## src/rtl/pmb_cmd_channel.sv

```systemverilog
module pmb_cmd_channel #(
  parameter int REG_AW = 3
) (
  input  logic              clk,
  input  logic              rst,
  input  logic              reg_we,
  input  logic [REG_AW-1:0] reg_addr,
  input  logic [31:0]       reg_wdata,
  output logic [31:0]       reg_rdata,
  output logic              dn_req,
  output logic              dn_write,
  output logic [1:0]        dn_type,
  output logic [3:0]        dn_sid,
  output logic [1:0]        dn_len_m1,
  output logic [15:0]       dn_addr,
  output logic [31:0]       dn_wdata,
  input  logic              dn_ack,
  input  logic [31:0]       dn_rdata
);

  localparam logic [REG_AW-1:0] A_CMD  = REG_AW'(0);
  localparam logic [REG_AW-1:0] A_WD   = REG_AW'(1);
  localparam logic [REG_AW-1:0] A_RD   = REG_AW'(2);
  localparam logic [REG_AW-1:0] A_CLR  = REG_AW'(3);
  localparam logic [REG_AW-1:0] A_STAT = REG_AW'(4);

  localparam logic [2:0] ST_IDLE = 3'd0;
  localparam logic [2:0] ST_WACK = 3'd2;
  localparam logic [2:0] ST_VCLR = 3'd6;

  logic [2:0]  st;
  logic        err;
  logic [31:0] cmd_q, wdata_q, rdata_q, snd_q;
  logic [1:0]  len_q;

  wire we_cmd = reg_we && reg_addr == A_CMD;
  wire we_wd  = reg_we && reg_addr == A_WD;
  wire clr    = reg_we && reg_addr == A_CLR && reg_wdata[0];
  wire [1:0] new_len = reg_wdata[18] ? 2'd3 : reg_wdata[17:16];

  function automatic logic [31:0] keep_low(input logic [1:0] n, input logic [31:0] d);
    case (n)
      2'd0:    keep_low = {24'h0, d[7:0]};
      2'd1:    keep_low = {16'h0, d[15:0]};
      2'd2:    keep_low = {8'h0, d[23:0]};
      default: keep_low = d;
    endcase
  endfunction

  always_ff @(posedge clk) begin
    if (rst) begin
      st      <= ST_IDLE;
      err     <= 1'b0;
      cmd_q   <= '0;
      wdata_q <= '0;
      rdata_q <= '0;
      snd_q   <= '0;
      len_q   <= '0;
    end else begin
      if (we_wd) wdata_q <= reg_wdata;
      case (st)
        ST_IDLE: if (we_cmd) begin
          cmd_q <= reg_wdata;
          len_q <= new_len;
          snd_q <= keep_low(new_len, wdata_q);
          st    <= ST_WACK;
        end
        ST_WACK: if (dn_ack) begin
          if (cmd_q[29]) st <= ST_IDLE;
          else begin
            rdata_q <= keep_low(len_q, dn_rdata);
            st      <= ST_VCLR;
          end
        end
        ST_VCLR: if (clr) st <= ST_IDLE;
        default: st <= ST_IDLE;
      endcase
      if (we_cmd && st != ST_IDLE) err <= 1'b1;
      else if (clr)                err <= 1'b0;
    end
  end

  assign dn_req    = st == ST_WACK;
  assign dn_write  = cmd_q[29];
  assign dn_type   = cmd_q[31:30];
  assign dn_sid    = cmd_q[27:24];
  assign dn_len_m1 = len_q;
  assign dn_addr   = cmd_q[15:0];
  assign dn_wdata  = snd_q;

  always_comb begin
    case (reg_addr)
      A_CMD:   reg_rdata = cmd_q;
      A_WD:    reg_rdata = wdata_q;
      A_RD:    reg_rdata = rdata_q;
      A_STAT:  reg_rdata = {28'h0, st, err};
      default: reg_rdata = '0;
    endcase
  end

endmodule


```

## config.mk

```make
export PLATFORM = sky130hd
export DESIGN_NAME = pmb_cmd_channel
export DESIGN_NICKNAME = d
export VERILOG_FILES = /design/src/rtl/pmb_cmd_channel.sv
export SDC_FILE = /design/constraint.sdc
export NUM_CORES = 1
export LEC_CHECK = 0
export BUFFER_PORTS_ARGS = -buffer_cell sky130_fd_sc_hd__clkbuf_2
export CAP_MARGIN = 20
export CORE_MARGIN = 2
export CORE_UTILIZATION = 45
export CTS_CLUSTER_SIZE = 28
export DETAILED_ROUTE_END_ITERATION = 8
export HOLD_SLACK_MARGIN = 0.15
export PLACE_DENSITY = 0.7
export RECOVER_POWER = 50
export SLEW_MARGIN = 10
export SYNTH_ARGS = -nofsm -noshare
export SYNTH_HDL_FRONTEND = slang
export SYNTH_SLANG_ARGS = --single-unit
```

## constraint.sdc

```tcl
create_clock -name clk -period 1.88 [get_ports clk]
set_input_delay 0.376 -clock clk [delete_from_list [all_inputs] [get_ports clk]]
set_output_delay 0.376 -clock clk [all_outputs]
set_load 0.01 [all_outputs]
```

=== Word-level counts from Yosys, hierarchy flattened ===
Index checks and enable logic that the tools add are counted.

* Register bits after elaboration: 134
* Input bits: 71
* Output and inout port bits: 90
* Logic and storage cells: 46

* Equal/unequal tests: 13
* Mux-type cells: 11
* Bitwise gates (word level): 1
* Reductions and logical operators: 14

{| class="wikitable"
|+ Operator list
! kind !! count
|-
| 32-bit case mux with 3 select lines || 2
|-
| 32-bit case mux with 4 select lines || 1
|-
| 3-bit two-way mux || 4
|-
| 3-bit by 2-bit == test with 1-bit output, second input constant || 3
|-
| 3-bit case mux with 3 select lines || 1
|-
| 3-bit == test, second input constant || 2
|-
| 3-bit logical NOT || 2
|-
| 3-bit AND reduction || 2
|-
| 1-bit logical AND || 5
|-
| 2-bit by 1-bit == test with 1-bit output, second input constant || 2
|-
| 2-bit == test, second input constant || 2
|-
| 2-bit logical NOT || 2
|-
| 2-bit != test, second input constant || 2
|-
| 3-bit by 1-bit == test with 1-bit output, second input constant || 1
|-
| 3-bit nonzero test || 1
|-
| 1-bit two-way mux || 2
|-
| 2-bit two-way mux || 1
|-
| 2-bit by 1-bit != test with 1-bit output, second input constant || 1
|-
| 2-bit AND reduction || 1
|-
| 2-bit nonzero test || 1
|-
| 1-bit inverter || 1
|}

=== Longest topological paths before layout ===
* Depth in word-level cells: 5
* Depth in mapped cells: 6
* Mapped depth without buffers: 3

=== Least setup slack after synthesis ===
No wires, ideal clock.

* Kind: input to output
* Start: input port reg_addr[0]
* End: output port reg_rdata[0]
* Arrival: 1319 ps
* Data required time: 1504 ps
* Slack: 185 ps
* Stages on the path: 5
* Buffers on the path: 2
* Cells stage by stage: buf_2 > nor2b_1 > buf_2 > nor2b_1 > o2bb2ai_1

* Word-level cells in the longest chain between the ends: 2
* Elaborated cells on any way between the ends: 5
* Those cells by class: eq/ne: 3; mux: 1; reduce/logical: 1

{| class="wikitable"
|+ Ends and longest elaborated chain
! element !! RTL line !! RTL
|-
| start, declared || 7 || <nowiki>input logic [REG_AW-1:0] reg_addr,</nowiki>
|-
| 3-bit == test, or another cell as far along || 92 || <nowiki>case (reg_addr)</nowiki>
|-
| 32-bit case mux with 4 select lines * || 92 ||
|-
| end, declared || 9 || <nowiki>output logic [31:0] reg_rdata,</nowiki>
|}

Every way passes the cells marked *; elsewhere a longest branch is shown, timed or not.

=== Worst setup path in the final report ===
* Start: input port reg_addr[1]
* End: output port reg_rdata[13]

Same word-level chain as after synthesis.

==> results.md <==
Clock tree:
- The total of hold buffers inserted after clock tree synthesis is 0.
- The deepest clock path buffer count is 2.
- The number of buffers added by the clock tree synthesis step is 17.
- The later pin in the worst-skew pair is clocked with a latency of 420 ps.
- The root cell of the clock tree is clkbuf_16.
- CTS saw around 130 sinks.
- The number of H-tree levels is 4.
- TritonCTS built the clock tree.
- Clock-pin slew was measured on the worst setup and hold paths at approximately 60 ps.

Pwr:
- The leakage power is between 2 and 3 nW.
- The power per standard cell area is between 900 and 1000 nW/um^2.
- The peak ir drop on the vdd network is 0.833 mV.

Timing:
- The share of the clock period used by the worst path is a little over nine tenths.
- Subtracting the final worst setup slack from the clock period gives 1800 ps.
- The number of setup violations in the final report is 0.
- At the pin with the least slew margin, the transition time is roughly 600 ps.
- The max-slew violation count is 0.
- The total negative slack for setup checks is 0 ps.
- The upper clock frequency limit is 0.555 GHz.
- The worst hold-check slack is 172 ps.
- Setup repair after global routing left no endpoint under its margin.
- The worst-case clock skew is 7.31 ps.
- The final-report hold violation count is 0.
- The worst pin sits at a relative slew slack of around 60%.
- Across all setup checks in the final design, the least slack found is ~77 ps.

Yosys:
- The number of nets in the synthesized netlist is 818.
- The Yosys step of the flow raised 0 warnings.
- The sequential area share after synthesis is between 40% and 50%.
- In this run, distinct cell masters in the synthesized netlist total 29.
- The synthesized area is between 5000 and 6000 sq um.
- Dividing the synthesized area by the synthesized cell count gives between 8 and 9 sq um.
- The synthesized instance count is around 750.
- After synthesis the netlist holds a flip-flop and latch count of 133.

Critical path:
- At the worst endpoint, the required time is 1500 ps.
- The signal on the critical path passes through clkbuf_4 > buf_12 > mux2i_1 > a2bb2oi_1 > nor2_1 > clkbuf_2.
- The kind of critical path is primary input to output pin.
- Of all nets on the critical path, the largest fanout is 13.
- The library cell contributing the largest single delay on the critical path is mux2i_1.
- The arrival time reported for the critical path endpoint is 1430 ps.
- The type of element launching the critical path is a primary input.
- The largest stage delay on the critical path is 240 ps.
- The kind of capture point of the worst setup path is an output pin.

Detailed routing:
- The wire length per cell is roughly 18 um.
- Dividing the detail-routed via count by the number of cells gives approximately 5.6.
- For this block, the routed nets add up to between 15 and 20 mm of wire.
- The detail route stage leaves a number of antenna-violating nets equal to 0.
- The first-pass detailed-route iteration total is 7.
- The routed via count is between 5000 and 6000.
- In the routed design, unresolved DRC markers number 0.
- In this run, the number of DRC markers left after iteration 0 of detailed routing was 545.

Die:
- After floorplanning, the core was divided into 42 placement rows.
- The total I/O pin count is approximately 160.
- Once the floorplan was initialized, standard cells occupied 45.6% of the core.
- The placeable core region is between 10000 and 15000 sq um.
- The die covers roughly 14000 sq um.
- The die height is 119 um.
- The die outline width is 119 um.

Cells and area:
- The number of nets in the final layout is approximately 900.
- For this run, the share of the core covered by cells in the final layout is approximately 57%.
- Compared with the post-synthesis result, the final layout area differs by 24.9%.
- The number of antenna diodes is 0.
- The fraction of layout cells with a size suffix above 1 is 20.5%.
- The finished cells cover 7480 sq um.

Place:
- Port buffering added 160 buffers.
- Summed over all nets, the half-perimeter wirelength after detailed placement is approximately 12 mm.
- After detailed placement, the total cell area comes to approximately 6900 sq um.
- Routability-driven placement finished with a final weighted congestion of 0.925.
- Prior to clock tree synthesis, the placed netlist has a worst setup slack of approximately 70 ps.

Outcome:
- The run finished with clean final reports.

Job:
- The number of max-capacitance violations reported is 0.

Min path:
- In this run the worst hold path is classified as primary input to flip-flop.

Global routing:
- After global routing the overflow that remains totals 0.
- The first global-routing pass estimated roughly 29 mm of wire.
- The pin count of the biggest net entering global routing is 68.
- Global routing consumed, over all layers together, around 25% of the routing resources.
- The via count of the first global-routing pass is around 5200.
- The number of antenna violations at the first check in global routing is 0.
metrics by stage:
step           power [W]  std cells
6_report         0.00716       1044
4_1_cts          0.00718       1043
2_1_floorplan    0.00323        747
3_5_place_dp     0.00346       1011
5_1_grt          0.00735       1044
3_3_place_gp     0.00346       1011
cells in the final DEF, fill, tap and decap left out, drive strengths merged:
master and count:
bufinv 5, nor4b 1, nor4 1, buf 26
a21oi 133, a21o 1, or3 1, nor4bb 2
or4b 1, a41o 2, o2bb2ai 3, dfxtp 133
nor3 3, nand4 24, or2 3, clkinv 3
a22oi 1, nand3 64, nor2 30, nor2b 4
nand2 107, clkbuf 185, inv 3, and2 1
a2bb2oi 32, clkinvlp 1, mux2i 32, nand4bb 2
o21ai 64
path summary, 6_finish.rpt:
path	startpoint	slack, ps	cells after the start	endpoint
worst max-delay path	reg_addr[1]	80	6	reg_rdata[13]
worst min-delay path	dn_rdata[6]	170	3	rdata_q[6]
worst max register to register	st[1]	320	4	rdata_q[30]
worst min register to register	rdata_q[29]	450	2	rdata_q[29]
repair_timing:
action / 4_1_cts / 5_1_grt
gates cloned: 0 / 1
setup endpoints to repair: 2 / 7
gates resized for setup: 2 / 6
buffers inserted: 0 / 0
power breakdown:
group / switching (W) / total (W) / internal [W]
clock network: 0.00126 / 0.00376 / 0.00250
logic: 0.000315 / 0.000517 / 0.000203
registers: 0.0000328 / 0.00289 / 0.00286
per-layer routing:
metal / up-vias / global-route usage [%] / wire length [um]
li1: 2828 / - / -
met1: 2732 / 38.3 / 8640
met2: 269 / 35.0 / 7880
met3: 28 / 5.65 / 1570
met4: 0 / 8.97 / 476
met5: - / 0 / 0
critical path: cells and delay by family:
family	cells	cell delay (ps)
AO/OA/AOI/OAI	1	220
buffers and inverters	3	520
multiplexers	1	240
AND/OR/NAND/NOR	1	60
sequential cells by signal, summed over array words and instances, names as in the netlist:
name,flops
cmd_q,32
dn_wdata,32
rdata_q,32
wdata_q,32
dn_len_m1,2
st,2
err,1
cells in the mapped netlist (all sizes together):
| cell | count | area (sq um) |
|---|---|---|
| a22oi | 1 | 7.51 |
| nor2b | 4 | 25.0 |
| o2bb2ai | 3 | 26.3 |
| nand4bb | 2 | 22.5 |
| a2bb2oi | 32 | 280 |
| nand2 | 107 | 402 |
| nand4 | 24 | 150 |
| inv | 1 | 3.75 |
| nor4bb | 2 | 20.0 |
| mux2i | 32 | 320 |
| a21oi | 133 | 666 |
| a41o | 2 | 20.0 |
| or3 | 1 | 6.26 |
| nor2 | 30 | 113 |
| o21ai | 64 | 320 |
| nor4b | 1 | 23.8 |
| a21o | 1 | 7.51 |
| and2 | 1 | 6.26 |
| buf | 51 | 350 |
| nand3 | 64 | 320 |
| or2 | 3 | 18.8 |
| nor3 | 3 | 15.0 |
| dfxtp | 133 | 2660 |
| nor4 | 1 | 6.26 |
| or4b | 1 | 13.8 |
| clkbuf | 50 | 188 |
kinds of logic (layout without fill, tap and decap cells):
group | after synthesis | in the layout | synth area share [%]
compound gates | 236 | 236 | 22.1
mux | 32 | 32 | 5.34
buf+inv | 102 | 223 | 9.04
flops | 133 | 133 | 44.4
simple gates | 244 | 244 | 19.1
cell type report:
cell class	instances	area, sq um
well taps	176	220
clock buffers	21	480
multi-input cells	512	2810
inverters	1	3.75
clock inverters	11	194
repair buffers	190	1110
fillers	1244	5650
flip-flops and latches	133	2670
(Power assumes the default switching activity.)
